<file path="config.mk">
export PLATFORM = sky130hd
export DESIGN_NAME = tcm_wait_ctrl
export DESIGN_NICKNAME = d
export VERILOG_FILES = /design/src/rtl/tcm_wait_pkg.sv /design/src/rtl/tcm_ctrl_reg.sv /design/src/rtl/tcm_access_fsm.sv /design/src/rtl/tcm_clk_gate.sv /design/src/rtl/tcm_wait_ctrl.sv
export SDC_FILE = /design/constraint.sdc
export NUM_CORES = 1
export LEC_CHECK = 0
export BUFFER_PORTS_ARGS = -buffer_cell sky130_fd_sc_hd__buf_2
export CORE_MARGIN = 3
export CORE_UTILIZATION = 40
export CTS_BUF_LIST = sky130_fd_sc_hd__clkbuf_2 sky130_fd_sc_hd__clkbuf_4 sky130_fd_sc_hd__clkbuf_8
export CTS_CLUSTER_SIZE = 12
export DETAILED_ROUTE_END_ITERATION = 7
export GPL_TIMING_DRIVEN = 0
export PLACE_DENSITY = 0.78
export SYNTH_ARGS = -nofsm -noshare
export SYNTH_HDL_FRONTEND = slang
export SYNTH_HIERARCHICAL = 1
export SYNTH_SLANG_ARGS = --single-unit
</file>
<file path="constraint.sdc">
create_clock -name clk_i -period 4.1 [get_ports clk_i]
set_clock_uncertainty 0.1 [all_clocks]
set_input_delay 0.82 -clock clk_i [delete_from_list [all_inputs] [get_ports clk_i]]
set_output_delay 0.82 -clock clk_i [all_outputs]
set_load 0.03 [all_outputs]
</file>
<file path="src/rtl/tcm_wait_pkg.sv">
`timescale 1ns/1ps
package tcm_wait_pkg;
  localparam int unsigned CTRL_W = 3;

  // bit2 force clock, bit1 write wait, bit0 read wait
  typedef struct packed {
    logic force_clk;
    logic wwait;
    logic rwait;
  } tcm_ctrl_t;

  typedef enum logic {
    ST_IDLE = 1'b0,
    ST_WAIT = 1'b1
  } tcm_state_e;
endpackage

</file>
<file path="src/rtl/tcm_ctrl_reg.sv">
`timescale 1ns/1ps
module tcm_ctrl_reg
  import tcm_wait_pkg::*;
(
  input  logic              clk_i,
  input  logic              rst_ni,
  input  logic              we_i,
  input  logic [CTRL_W-1:0] wdata_i,
  output tcm_ctrl_t         ctrl_o
);
  tcm_ctrl_t ctrl_q;

  always_ff @(posedge clk_i or negedge rst_ni) begin
    if (!rst_ni)   ctrl_q <= '0;
    else if (we_i) ctrl_q <= tcm_ctrl_t'(wdata_i);
  end

  assign ctrl_o = ctrl_q;

  AST_CTRL_HOLDS: assert property (@(posedge clk_i) disable iff (!rst_ni)
    !we_i |=> $stable(ctrl_q)) else $error("ctrl changed without write");
endmodule

</file>
<file path="src/rtl/tcm_access_fsm.sv">
`timescale 1ns/1ps
module tcm_access_fsm
  import tcm_wait_pkg::*;
#(
  parameter int unsigned AW = 16,
  parameter int unsigned DW = 32,
  localparam int unsigned BW = DW / 8
) (
  input  logic          clk_i,
  input  logic          rst_ni,
  input  tcm_ctrl_t     ctrl_i,
  input  logic          req_valid_i,
  input  logic          req_write_i,
  input  logic [AW-1:0] req_addr_i,
  input  logic [DW-1:0] req_wdata_i,
  input  logic [BW-1:0] req_be_i,
  output logic          ready_o,
  output logic          busy_o,
  output logic          rvalid_o,
  output logic          ram_en_o,
  output logic          ram_we_o,
  output logic [AW-1:0] ram_addr_o,
  output logic [DW-1:0] ram_wdata_o,
  output logic [BW-1:0] ram_be_o
);
  tcm_state_e    state_q, state_d;
  logic          wait_sel, cap_en;
  logic          write_q, rvalid_q;
  logic [AW-1:0] addr_q;
  logic [DW-1:0] wdata_q;
  logic [BW-1:0] be_q;

  assign wait_sel = req_write_i ? ctrl_i.wwait : ctrl_i.rwait;
  assign cap_en   = (state_q == ST_IDLE) && req_valid_i && wait_sel;

  always_comb begin
    state_d     = state_q;
    ready_o     = 1'b0;
    ram_en_o    = 1'b0;
    ram_we_o    = 1'b0;
    ram_addr_o  = req_addr_i;
    ram_wdata_o = req_wdata_i;
    ram_be_o    = req_be_i;
    unique case (state_q)
      ST_IDLE: begin
        if (req_valid_i) begin
          if (wait_sel) begin
            state_d = ST_WAIT;
          end else begin
            ready_o  = 1'b1;
            ram_en_o = 1'b1;
            ram_we_o = req_write_i;
          end
        end
      end
      ST_WAIT: begin
        ready_o     = 1'b1;
        ram_en_o    = 1'b1;
        ram_we_o    = write_q;
        ram_addr_o  = addr_q;
        ram_wdata_o = wdata_q;
        ram_be_o    = be_q;
        state_d     = ST_IDLE;
      end
      default: state_d = ST_IDLE;
    endcase
  end

  always_ff @(posedge clk_i or negedge rst_ni) begin
    if (!rst_ni) begin
      state_q  <= ST_IDLE;
      rvalid_q <= 1'b0;
    end else begin
      state_q  <= state_d;
      rvalid_q <= ram_en_o && !ram_we_o;
    end
  end

  // first-cycle copy so the RAM sees steady inputs in the strobe cycle
  always_ff @(posedge clk_i or negedge rst_ni) begin
    if (!rst_ni) begin
      write_q <= 1'b0;
      addr_q  <= '0;
      wdata_q <= '0;
      be_q    <= '0;
    end else if (cap_en) begin
      write_q <= req_write_i;
      addr_q  <= req_addr_i;
      wdata_q <= req_wdata_i;
      be_q    <= req_be_i;
    end
  end

  assign busy_o   = (state_q == ST_WAIT);
  assign rvalid_o = rvalid_q;

  AST_WAIT_ONE_CYCLE: assert property (@(posedge clk_i) disable iff (!rst_ni)
    state_q == ST_WAIT |=> state_q == ST_IDLE) else $error("wait too long");
  AST_WAIT_NOT_READY: assert property (@(posedge clk_i) disable iff (!rst_ni)
    state_q == ST_WAIT |-> !$past(ready_o)) else $error("ready in first wait cycle");
  AST_HOLD_ADDR: assert property (@(posedge clk_i) disable iff (!rst_ni)
    state_q == ST_WAIT |-> ram_addr_o == $past(req_addr_i) && ram_we_o == $past(req_write_i))
    else $error("wait address not held");
  AST_RVALID_AFTER_READ: assert property (@(posedge clk_i) disable iff (!rst_ni)
    ram_en_o && !ram_we_o |=> rvalid_o) else $error("missing rvalid");
  AST_READY_NEEDS_REQ: assert property (@(posedge clk_i) disable iff (!rst_ni)
    ready_o && state_q == ST_IDLE |-> req_valid_i) else $error("spurious ready");
endmodule

</file>
<file path="src/rtl/tcm_clk_gate.sv">
`timescale 1ns/1ps
module tcm_clk_gate (
  input  logic clk_i,
  input  logic rst_ni,
  input  logic force_i,
  input  logic req_valid_i,
  input  logic busy_i,
  input  logic ram_en_i,
  output logic clk_en_o
);
  assign clk_en_o = force_i || req_valid_i || busy_i;

  AST_EN_NEEDS_CLK: assert property (@(posedge clk_i) disable iff (!rst_ni)
    ram_en_i |-> clk_en_o) else $error("strobe with clock gated");
  AST_FORCE_CLK: assert property (@(posedge clk_i) disable iff (!rst_ni)
    force_i |-> clk_en_o) else $error("forced clock dropped");
endmodule

</file>
<file path="src/rtl/tcm_wait_ctrl.sv">
`timescale 1ns/1ps
module tcm_wait_ctrl
  import tcm_wait_pkg::*;
#(
  parameter int unsigned AW = 16,
  parameter int unsigned DW = 32,
  localparam int unsigned BW = DW / 8
) (
  input  logic              clk_i,
  input  logic              rst_ni,
  input  logic              ctrl_we_i,
  input  logic [CTRL_W-1:0] ctrl_wdata_i,
  output logic [CTRL_W-1:0] ctrl_o,
  input  logic              req_valid_i,
  input  logic              req_write_i,
  input  logic [AW-1:0]     req_addr_i,
  input  logic [DW-1:0]     req_wdata_i,
  input  logic [BW-1:0]     req_be_i,
  output logic              rsp_ready_o,
  output logic              rsp_rvalid_o,
  output logic [DW-1:0]     rsp_rdata_o,
  output logic              ram_en_o,
  output logic              ram_we_o,
  output logic [AW-1:0]     ram_addr_o,
  output logic [DW-1:0]     ram_wdata_o,
  output logic [BW-1:0]     ram_be_o,
  input  logic [DW-1:0]     ram_rdata_i,
  output logic              ram_clk_en_o
);
  tcm_ctrl_t ctrl;
  logic      busy;

  tcm_ctrl_reg u_ctrl (
    .clk_i   (clk_i),
    .rst_ni  (rst_ni),
    .we_i    (ctrl_we_i),
    .wdata_i (ctrl_wdata_i),
    .ctrl_o  (ctrl)
  );

  tcm_access_fsm #(.AW(AW), .DW(DW)) u_fsm (
    .clk_i       (clk_i),
    .rst_ni      (rst_ni),
    .ctrl_i      (ctrl),
    .req_valid_i (req_valid_i),
    .req_write_i (req_write_i),
    .req_addr_i  (req_addr_i),
    .req_wdata_i (req_wdata_i),
    .req_be_i    (req_be_i),
    .ready_o     (rsp_ready_o),
    .busy_o      (busy),
    .rvalid_o    (rsp_rvalid_o),
    .ram_en_o    (ram_en_o),
    .ram_we_o    (ram_we_o),
    .ram_addr_o  (ram_addr_o),
    .ram_wdata_o (ram_wdata_o),
    .ram_be_o    (ram_be_o)
  );

  tcm_clk_gate u_cg (
    .clk_i       (clk_i),
    .rst_ni      (rst_ni),
    .force_i     (ctrl.force_clk),
    .req_valid_i (req_valid_i),
    .busy_i      (busy),
    .ram_en_i    (ram_en_o),
    .clk_en_o    (ram_clk_en_o)
  );

  assign ctrl_o      = ctrl;
  assign rsp_rdata_o = ram_rdata_i;

  AST_CTRL_APPLIES: assert property (@(posedge clk_i) disable iff (!rst_ni)
    ctrl_we_i |=> ctrl_o == $past(ctrl_wdata_i)) else $error("ctrl write lost");
endmodule

</file>
==> results of run 1 <==
-- registers in the layout, indices dropped and copies added, names as in the netlist --
name / flops
u_ctrl/ctrl_o: 3
u_fsm/addr_q: 16
u_fsm/be_q: 4
u_fsm/busy_o: 1
u_fsm/rvalid_o: 1
u_fsm/wdata_q: 32
u_fsm/write_q: 1
-- cells by family after synthesis --
family                 Yosys count
multiplexers                   109
flip-flops                      58
buffers and inverters           45
AND/OR/NAND/NOR                  4
AO/OA/AOI/OAI                    2
-- metal layers --
layer / up-vias / track usage (%)
met5: - / 0
met4: 0 / 4.86
met3: 10 / 5.19
met2: 97 / 26.0
met1: 1112 / 18.8
li1: 1057 / -
-- through the flow --
stage	hold WS, ns	cells	util, %
after floorplan	0.375	218	-
after global placement	0.384	471	53.3
after detailed placement	0.389	471	53.3
after CTS	0.409	486	55.7
after global routing	0.419	486	55.7
final	0.407	486	55.7
-- worst paths after layout --
path / to / slack (ns) / cells past startpoint
setup / recovery: ram_addr_o[5] / 1.40 / 4
hold / removal: u_fsm/addr_q[9] / 0.41 / 1
setup reg to reg: u_fsm/addr_q[11] / 2.47 / 5
hold reg to reg: u_fsm/addr_q[9] / 0.41 / 1
max in group asynchronous: u_fsm/wdata_q[30] / 2.96 / 1
min in group asynchronous: u_fsm/wdata_q[7] / 0.47 / 1
-- layout make-up --
| cell class | count | area share, % |
|---|---|---|
| repair buffers | 151 | 17.3 |
| clock inverters | 2 | 0.229 |
| flip-flops and latches | 58 | 33.2 |
| plain buffers | 45 | 8.90 |
| well taps | 102 | 2.92 |
| multi-input cells | 115 | 33.3 |
| clock buffers | 13 | 4.09 |
-- power breakdown --
group	switching, uW	leakage (uW)	internal, uW	total, uW
logic	379	0.00144	396	774
registers	79.3	0.000684	721	801
clock network	212	0.000101	280	493
-- synthesized netlist by cell type --
cell type  instances  area share [%]
nor2_1             1            0.11
buf_12             5             3.0
a32o_1             1            0.30
buf_6              1            0.34
or3_1              1            0.19
mux2_2            59              20
buf_2              6            0.91
dfrtp_1           58              44
buf_4             33             7.5
nor2b_1            1            0.19
a21o_2             1            0.27
nor3b_2            1            0.38
mux2_4            49              22
mux2i_1            1            0.30
-- worst max-delay path: cells and delay by family (launching register included) --
| kind | cells | cell delay [ns] |
|---|---|---|
| buf+inv | 3 | 0.70 |
| flops | 1 | 0.38 |
| mux | 1 | 0.38 |
==> reports/results.ini, run 1 <==
[min_path]
holdCritPathClass = flop to flop
worst_hold_startpoint = u_fsm/addr_q[9]

[yosys]
combinational_family_with_the_most_area_after_synthesis = multiplexers
synth_warnings = 6
post_synth_inst_count = 218
yosysSeqAreaShare_pct = 44.0
share_of_the_synthesized_netlist_area_taken_by_xor_and_xnor_gates_pct = 0
synth-simple-area-share_pct = 0.873
netlist-cell-type-count = 14
mappedNetlistNets = 310
compound_gate_fraction_of_synth_area_pct = 0.569
synth-seq-cells = 58
summed_instance_area_of_the_synthesized_netlist_um2 = 3300
post_synth_fa_ha_maj_area_fraction_pct = 0
synthMuxAreaShare_pct = 42.8
synth.avg_cell_area_um2 = 15.1

[sta]
final_hold_viol_count = 0
timing.final.ws_setup_ns = 1.40
slew_headroom_pct = 51.5
timing.final.setup_violations = 0
unrepaired_setup_endpoints_after_global_routing = false
min_period_ns = 2.70
post-route-period-util_pct = 65.8
fin_setup_tns_ns = 0
max_freq_mhz = 371
drv_slew = 0
max_slew.worst_pin.slew_ns = 0.727

[drt]
drtPass1Iterations = 2
routed-via-count = 2276
met1Wirelength_um = 2990
drt_iter0_markers = 28
maxUsedRoutingLayer = met4
viasPerCell = 4.68
wl_met2_um = 3630
antenna_violating_nets_post_route = 0
wl_per_cell_um = 14.9
route.met3.wl_um = 541
wirelength_um = 7240
drc_errors = 0

[die]
die_h_um = 96.8
floorplan.die_area_um2 = 9370
num_io_pins = 184
initial_utilization_pct = 42.0
floorplan.rows = 32
core-area_um2 = 7850
die-width_um = 96.8

[flow_run]
cap_violations = 0

[clocking]
ctsLongestPathBuffers = 2
cts-buffers-inserted = 9
ctsRootBufferMaster = clkbuf_8
worst_skew_pair.late_latency_ns = 0.32
clk_pin_slew_worst_paths_ns = 0.07
numClockSinks = 58
cts-resized-gates = 0
postCtsHoldBufs = 0
post-cts-setup-buffer-count = 0
clock_tree_from_tritoncts = yes
h-tree-depth = 3

[final_layout]
antenna_cells = 0
multi_input_area_um2 = 1460
area_delta_synth_final_pct = 32.6
mostFrequentLayoutCell = buf_2
most-common-layout-cells = buf_2 (156), mux2_2 (59), dfrtp_1 (58)
sequential_cell_area_um2 = 1450
fin_nets = 472
final_layout_size_suffix_gt1_share_pct = 83.6
nFillCells = 685
design_area_um2 = 4370

[placement]
final_weighted_congestion_in_routability_driven_placement = 0.799
io_buffer_count = 151
detailedPlace.worstSlack_ns = 1.52
detailed_place_hpwl_um = 5350
placedInstanceArea_um2 = 4180

[worst_setup_path]
path_class = flop to output pin
critPathCaptureType = output pin
timing.rr.start = u_ctrl/ctrl_o[1]
slowest_stage = dfrtp_1
worst_setup_path_start_kind = flop
critical_path.startpoint = u_fsm/busy_o
timing.critical_path.required_ns = 3.18
worst_path_largest_cell_delay_ns = 0.38
worstPathCellList = buf_2 -> buf_2 -> mux2_2 -> buf_2
worstPathMaxFanout = 10
critPathArrivalTime_ns = 1.78
timing.critical_path.mode_cell = buf_2

[power]
peakVddDrop_uv = 284
pwr_cell_area_nw_per_um2 = 473
leakagePower_uw = 0.00222
total_power_uw = 2070

[global_routing]
globalRouteOverflowTotal = 0
gr-usage-all-layers_pct = 15.5
grt_pass1_wl_um = 12000
antenna_violations_before_repair = 0
grt_start_max_net_pins = 59
first_global_vias = 2404

[status]
run_status = finished, final reports clean

Power figures use the tool's default switching activity.
==> run 2, diff against run 1 <==
--- a/config.mk
+++ b/config.mk
@@ -5,6 +5,7 @@
 export SDC_FILE = /design/constraint.sdc
 export NUM_CORES = 1
 export LEC_CHECK = 0
+export ABC_AREA = 1
 export BUFFER_PORTS_ARGS = -buffer_cell sky130_fd_sc_hd__buf_2
 export CORE_MARGIN = 3
 export CORE_UTILIZATION = 40
@@ -12,7 +13,7 @@
 export CTS_CLUSTER_SIZE = 12
 export DETAILED_ROUTE_END_ITERATION = 7
 export GPL_TIMING_DRIVEN = 0
-export PLACE_DENSITY = 0.78
+export PLACE_DENSITY = 0.79
 export SYNTH_ARGS = -nofsm -noshare
 export SYNTH_HDL_FRONTEND = slang
 export SYNTH_HIERARCHICAL = 1
==> constraint.sdc (replaced) <==
create_clock -name clk_i -period 2.5 [get_ports clk_i]
set_clock_uncertainty 0.1 [all_clocks]
set_input_delay 0.5 -clock clk_i [delete_from_list [all_inputs] [get_ports clk_i]]
set_output_delay 0.5 -clock clk_i [all_outputs]
set_load 0.03 [all_outputs]
==> run 2 against run 1 <==
Sequential power grew 59%. Area after synthesis is 0.80% lower. Non-clock buffer count up 14. Critical path type unchanged. Critical endpoint is now ram_wdata_o[17]. Largest cell class is now sequential cells. Largest power group unchanged. Highest routed layer unchanged.
==> reports/results.ini, run 2 <==
[status]
run_status = finished, final reports clean

[clocking]
worst_skew_pair.late_latency_ns = 0.32  ; about the same
post-cts-setup-buffer-count = 0  ; unchanged
h-tree-depth = 3  ; unchanged
cts-buffers-inserted = 9  ; unchanged
numClockSinks = 58  ; unchanged
clock_tree_from_tritoncts = yes
cts-resized-gates = 0  ; unchanged
postCtsHoldBufs = 0  ; unchanged
ctsLongestPathBuffers = 2  ; unchanged
ctsRootBufferMaster = clkbuf_8
clk_pin_slew_worst_paths_ns = 0.07  ; about the same

[final_layout]
largest_reg_flops = 32  ; unchanged
regMostFlops = u_fsm/wdata_q
mostFrequentLayoutCell = nand2_1
antenna_cells = 0  ; unchanged
fin_nets = 719  ; +52%
largest_registers_in_the_final_layout = u_fsm/wdata_q (32), u_fsm/addr_q (16), u_fsm/be_q (4)
final_layout_size_suffix_gt1_share_pct = 35.5  ; -48 points
most-common-layout-cells = nand2_1 (278), buf_2 (162), dfrtp_1 (58)
nFillCells = 753  ; +9.9%
area_delta_synth_final_pct = 33.4
design_area_um2 = 4370  ; -0.17%

[worst_setup_path]
path_depth = 6  ; +2
critPathArrivalTime_ns = 1.72  ; -0.06 ns
critPathCaptureType = output pin
path_class = flop to output pin
worst_path_largest_cell_delay_ns = 0.39  ; about the same
r2r.worst_path.cells = 7  ; +2
worstPathMaxFanout = 10  ; unchanged
slowest_stage = dfrtp_1
worstPathCellList = buf_6 -> inv_6 -> clkbuf_1 -> nand2_1 -> nand2_1 -> buf_2
timing.critical_path.required_ns = 1.90  ; -1.28 ns
top_family_by_delay_on_critical_path = buffers and inverters
worst_setup_path_start_kind = flop
timing.critical_path.mode_cell = nand2_1
cp_num_buf_inv = 4  ; +1

[drt]
drtPass1Iterations = 4  ; +2
wirelength_um = 9180  ; +27%
wl_per_cell_um = 12.5  ; -16%
viasPerCell = 4.72  ; +0.79%
drc_errors = 0  ; unchanged
routed-via-count = 3460  ; +52%
antenna_violating_nets_post_route = 0  ; unchanged
drt_iter0_markers = 143  ; +410%

[min_path]
holdCritPathClass = input pin to asynchronous set/reset pin

[yosys]
synth_top_cells_by_area = dfrtp_1 (44%), nand2_1 (32%), nand3_1 (8.3%), buf_4 (7.6%), buf_6 (2.1%)
yosysSeqAreaShare_pct = 44.4  ; +0.35 points
post_synth_inst_count = 465  ; +110%
mappedNetlistNets = 557  ; +80%
netlist-cell-type-count = 13  ; -1
synth_warnings = 6  ; unchanged
synth-seq-cells = 58  ; unchanged
leading_cell_types_by_count_after_synthesis = nand2_1 (278), dfrtp_1 (58), nand3_1 (54), buf_4 (33), buf_2 (12)
yosysTopAreaCellShare_pct = 44.4  ; +0.35 points
dominantRegCellSynth = dfrtp_1
synth_enable_flop_cells = 0  ; unchanged
yosysMostFrequentCell = nand2_1
summed_instance_area_of_the_synthesized_netlist_um2 = 3270  ; -0.80%
synth_top_area_cell = dfrtp_1
synth.avg_cell_area_um2 = 7.04  ; -53%
synth-async-reset-ratio_pct = 100  ; unchanged

[power]
peakVddDrop_uv = 298  ; +5.0%
combinationalPowerShare_pct = 31.2  ; -6.3 points
pwr_cell_area_nw_per_um2 = 720  ; +52%
leakagePower_uw = 0.00270  ; +21%
clockPowerShare_pct = 28.5  ; +4.7 points
total_internal_power_uw = 2020  ; +45%
part_of_the_total_power_dissipated_in_sequential_elements_pct = 40.2  ; +1.5 points
total_power_uw = 3140  ; +52%
netSwitchingFraction_pct = 35.7  ; +3.2 points
power_switching_uw = 1120  ; +67%

[sta]
fin_setup_tns_ns = 0  ; unchanged
final_hold_viol_count = 0  ; unchanged
max_slew.worst_pin.slew_ns = 0.752  ; +0.0248 ns
timing.final.setup_violations = 0  ; unchanged
post-route-period-util_pct = 92.8
final.hold.worst_slack_ns = 0.136  ; -0.270 ns
unrepaired_setup_endpoints_after_global_routing = false
max_freq_mhz = 431
slew_headroom_pct = 49.9  ; -1.7 points
min_period_ns = 2.32
drv_slew = 0  ; unchanged

[global_routing]
grt_start_max_net_pins = 59  ; unchanged
grt_pass1_wl_um = 14100  ; +17%
grt_use_met1_pct = 22.9  ; +4.1 points
gr-usage-all-layers_pct = 19.6  ; +4.1 points
globalRouteOverflowTotal = 0  ; unchanged
grt.busiest_layer = met2
globalRouteMet2Util_pct = 35.9  ; +10 points
groute.layer.met3.usage_pct = 3.10  ; -2.1 points
first_global_vias = 3140  ; +31%
antenna_violations_before_repair = 0  ; unchanged

[placement]
placedInstanceArea_um2 = 4160  ; -0.63%
final_weighted_congestion_in_routability_driven_placement = 0.778  ; -2.7%
detailed_place_hpwl_um = 6880  ; +29%
io_buffer_count = 151  ; unchanged

[die]
initial_utilization_pct = 41.7  ; -0.33 points
floorplan.rows = 32  ; unchanged
die-width_um = 96.4  ; -0.38%
num_io_pins = 184  ; unchanged
floorplan.die_area_um2 = 9300  ; -0.75%
core-area_um2 = 7850  ; unchanged
die_h_um = 96.4  ; -0.38%

[flow_run]
cap_violations = 0  ; unchanged

## run 2: changes by cell type in the layout (fill, tap and decap cells not counted), moves of 6 or more
cell / change
nand3_1: +54
buf_2: +6
nand2_1: +278
mux2_4: -49
clkbuf_1: +8
mux2_2: -59
inv_1: +6
## run 2: power by group through the flow
stage	Combinational, uW	Sequential [uW]	Clock [uW]
2_1_floorplan	688	1270	0
3_3_place_gp	965	1270	0
3_5_place_dp	994	1280	0
4_1_cts	994	1260	924
5_1_grt	1100	1290	959
6_report	982	1270	897
## run 2: final timing paths
kind                            slack [ns]          endpoint        startpoint
worst max-delay path                  0.18   ram_wdata_o[17]      u_fsm/busy_o
worst min-delay path                  0.14  u_ctrl/ctrl_o[2]            rst_ni
worst max register to register        1.06   u_fsm/addr_q[6]      u_fsm/busy_o
worst min register to register        0.37  u_fsm/wdata_q[2]  u_fsm/wdata_q[2]
max in group asynchronous             1.66  u_fsm/wdata_q[0]            rst_ni
min in group clk_i                    0.27  u_ctrl/ctrl_o[2]   ctrl_wdata_i[2]
## run 2: through the flow
stage,worst slack [ns],instances,utilization (%)
final,0.181,733,55.6
after global routing,0.0346,733,55.6
after CTS,0.154,733,55.6
after detailed placement,0.514,718,52.9
after global placement,0.516,718,52.9
after floorplan,0.651,465,-
## run 2: cell families (layout without fill, tap and decap cells)
logic type	after synthesis	count (layout)	synth area share, %
buffers and inverters	69	235	13.8
flip-flops	58	58	44.4
AND/OR/NAND/NOR	338	338	41.8
## run 2: final cells by class
| cell class | instances | area, um^2 | area share (%) |
|---|---|---|---|
| inverter | 10 | 47.5 | 1.09 |
| buffer | 59 | 405 | 9.29 |
| sequential | 58 | 1450 | 33.2 |
| clock inverter | 2 | 35.0 | 0.803 |
| clock buffer | 13 | 173 | 3.96 |
| tap | 102 | 128 | 2.92 |
| timing repair buffer | 151 | 758 | 17.4 |
| multi-input combinational | 338 | 1370 | 31.3 |
## run 2: worst reg2reg max path: cells and delay by family (launching register included)
family	cells	cell delay (ns)
buf+inv	4	0.60
simple gates	3	0.29
flops	1	0.39
## run 2: per-layer routing
metal  vias up  wire [um]
met5         -          0
met4         0        101
met3        12        702
met2       149       4690
met1      1580       3690
li1       1719          -
==> run 3, diff against run 2 <==
==> constraint.sdc (replaced) <==
create_clock -name clk_i -period 2.4 [get_ports clk_i]
set_clock_uncertainty 0.1 [all_clocks]
set_input_delay 0.48 -clock clk_i [delete_from_list [all_inputs] [get_ports clk_i]]
set_output_delay 0.48 -clock clk_i [all_outputs]
set_load 0.03 [all_outputs]
==> run 3 against run 2 <==
Die area is the same. Cell area is essentially flat. Non-clock buffer count is the same. Via count shrank 0.32%. Utilization is essentially flat. Sequential cell count is the same.
==> reports/results.ini, run 3 (synthesized netlist as in run 2, its figures left out) <==
[status]
run_status = finished, final reports clean

[power]
total_power_uw = 3280  ; +4.2%
peakVddDrop_uv = 310  ; +4.1%
leakagePower_uw = 0.00270  ; +0.19%
pwr_cell_area_nw_per_um2 = 750  ; +4.1%

[placement]
detailed_place_hpwl_um = 6880  ; unchanged
final_weighted_congestion_in_routability_driven_placement = 0.778  ; unchanged
io_buffer_count = 151  ; unchanged

[sta]
drv_slew = 0  ; unchanged
max_freq_mhz = 440
final_hold_viol_count = 0  ; unchanged
post-route-period-util_pct = 94.7
min_period_ns = 2.27
slew_headroom_pct = 50.1  ; +0.23 points
final.hold.worst_slack_ns = 0.115  ; -0.0213 ns
max_slew.worst_pin.slew_ns = 0.748  ; -0.00347 ns
unrepaired_setup_endpoints_after_global_routing = false
fin_setup_tns_ns = 0  ; unchanged
timing.final.setup_violations = 0  ; unchanged

[global_routing]
first_global_vias = 3140  ; unchanged
grt_start_max_net_pins = 59  ; unchanged
grt_pass1_wl_um = 14100  ; unchanged
gr-usage-all-layers_pct = 19.6  ; unchanged
antenna_violations_before_repair = 0  ; unchanged
globalRouteOverflowTotal = 0  ; unchanged

[worst_setup_path]
timing.critical_path.mode_cell = nand2_1
worstPathCellList = buf_6 -> inv_6 -> clkbuf_1 -> nand2_1 -> nand2_1 -> buf_2
critPathArrivalTime_ns = 1.69  ; -0.03 ns
worst_setup_path_start_kind = flop
timing.critical_path.required_ns = 1.82  ; -0.08 ns
worst_path_largest_cell_delay_ns = 0.39  ; about the same
path_class = flop to output pin
critPathCaptureType = output pin
worstPathMaxFanout = 10  ; unchanged
slowest_stage = dfrtp_1

[clocking]
ctsLongestPathBuffers = 2  ; unchanged
h-tree-depth = 3  ; unchanged
clk_pin_slew_worst_paths_ns = 0.07  ; about the same
clock_tree_from_tritoncts = yes
ctsRootBufferMaster = clkbuf_8
numClockSinks = 58  ; unchanged
cts-buffers-inserted = 9  ; unchanged
post-cts-setup-buffer-count = 0  ; unchanged
worst_skew_pair.late_latency_ns = 0.32  ; about the same

[drt]
wl_per_cell_um = 12.5  ; -0.30%
viasPerCell = 4.71  ; -0.32%
routed-via-count = 3449  ; -0.32%
drt_iter0_markers = 143  ; unchanged
drc_errors = 0  ; unchanged
wirelength_um = 9150  ; -0.30%
antenna_violating_nets_post_route = 0  ; unchanged
drtPass1Iterations = 4  ; unchanged

[final_layout]
final_layout_size_suffix_gt1_share_pct = 35.8  ; +0.32 points
largest_reg_flops = 32  ; unchanged
most-common-layout-cells = nand2_1 (278), buf_2 (162), dfrtp_1 (58)
area_delta_synth_final_pct = 33.5  ; about the same
antenna_cells = 0  ; unchanged
mostFrequentLayoutCell = nand2_1
largest_registers_in_the_final_layout = u_fsm/wdata_q (32), u_fsm/addr_q (16), u_fsm/be_q (4)
fin_nets = 719  ; unchanged
regMostFlops = u_fsm/wdata_q
nFillCells = 752  ; -0.13%

[die]
floorplan.die_area_um2 = 9300  ; unchanged
initial_utilization_pct = 41.7  ; unchanged
floorplan.rows = 32  ; unchanged
core-area_um2 = 7850  ; unchanged
die-width_um = 96.4  ; unchanged
die_h_um = 96.4  ; unchanged
num_io_pins = 184  ; unchanged

[flow_run]
cap_violations = 0  ; unchanged

[min_path]
holdCritPathClass = input pin to asynchronous set/reset pin

[run 3: cell counts in the layout (fill, tap and decap cells not counted)]
Identical to the previous run, type by type.
[run 3: routing by layer]
metal | track usage, % | wire, um
met3 | 3.10 | 729
met5 | 0 | 0
met1 | 22.9 | 3640
met2 | 35.9 | 4680
met4 | 7.13 | 101
[run 3: power breakdown]
part           internal, uW  switching (uW)  total [uW]
registers              1200             117        1320
logic                   338             685        1020
clock network           569             366         935
[run 3: final timing paths]
| check | slack (ns) | depth (start not counted) | endpoint | start |
|---|---|---|---|---|
| worst max-delay path | 0.13 | 6 | ram_addr_o[11] | u_fsm/busy_o |
| worst min-delay path | 0.12 | 1 | u_ctrl/ctrl_o[2] | rst_ni |
| worst max register to register | 0.96 | 7 | u_fsm/addr_q[6] | u_fsm/busy_o |
| worst min register to register | 0.37 | 2 | u_fsm/wdata_q[2] | u_fsm/wdata_q[2] |
| max in group asynchronous | 1.59 | 1 | u_fsm/wdata_q[0] | rst_ni |
| min in group clk_i | 0.25 | 3 | u_ctrl/ctrl_o[2] | ctrl_wdata_i[2] |
[run 3: layout make-up]
| cell class | instances | area (um^2) | area share [%] |
|---|---|---|---|
| Buffer | 59 | 408 | 9.34 |
| Multi-Input combinational cell | 338 | 1370 | 31.3 |
| Sequential cell | 58 | 1450 | 33.2 |
| Timing Repair Buffer | 151 | 758 | 17.4 |
| Clock buffer | 13 | 173 | 3.95 |
| Clock inverter | 2 | 35.0 | 0.802 |
| Inverter | 10 | 47.5 | 1.09 |
| Tap cell | 102 | 128 | 2.92 |
[run 3: timing repair]
action                                  in CTS  in global routing
endpoints found under the setup margin       0                 11
hold buffers                                 0                  0
resized for setup                            0                  4
[run 3: stage by stage]
stage	setup slack (ns)	utilization (%)	cells	cell area, um^2
final	0.127	55.7	733	4370
after detailed placement	0.434	52.9	718	4160
after floorplan	0.571	-	465	3270
after global routing	0.0154	55.7	733	4370
after global placement	0.436	52.9	718	4160
after CTS	0.0737	55.6	733	4360
[run 3: critical path, delay by kind of cell, from the launching register on]
family / cells / cell delay (ns)
AND/OR/NAND/NOR: 2 / 0.19
buffers and inverters: 4 / 0.79
flip-flops: 1 / 0.39
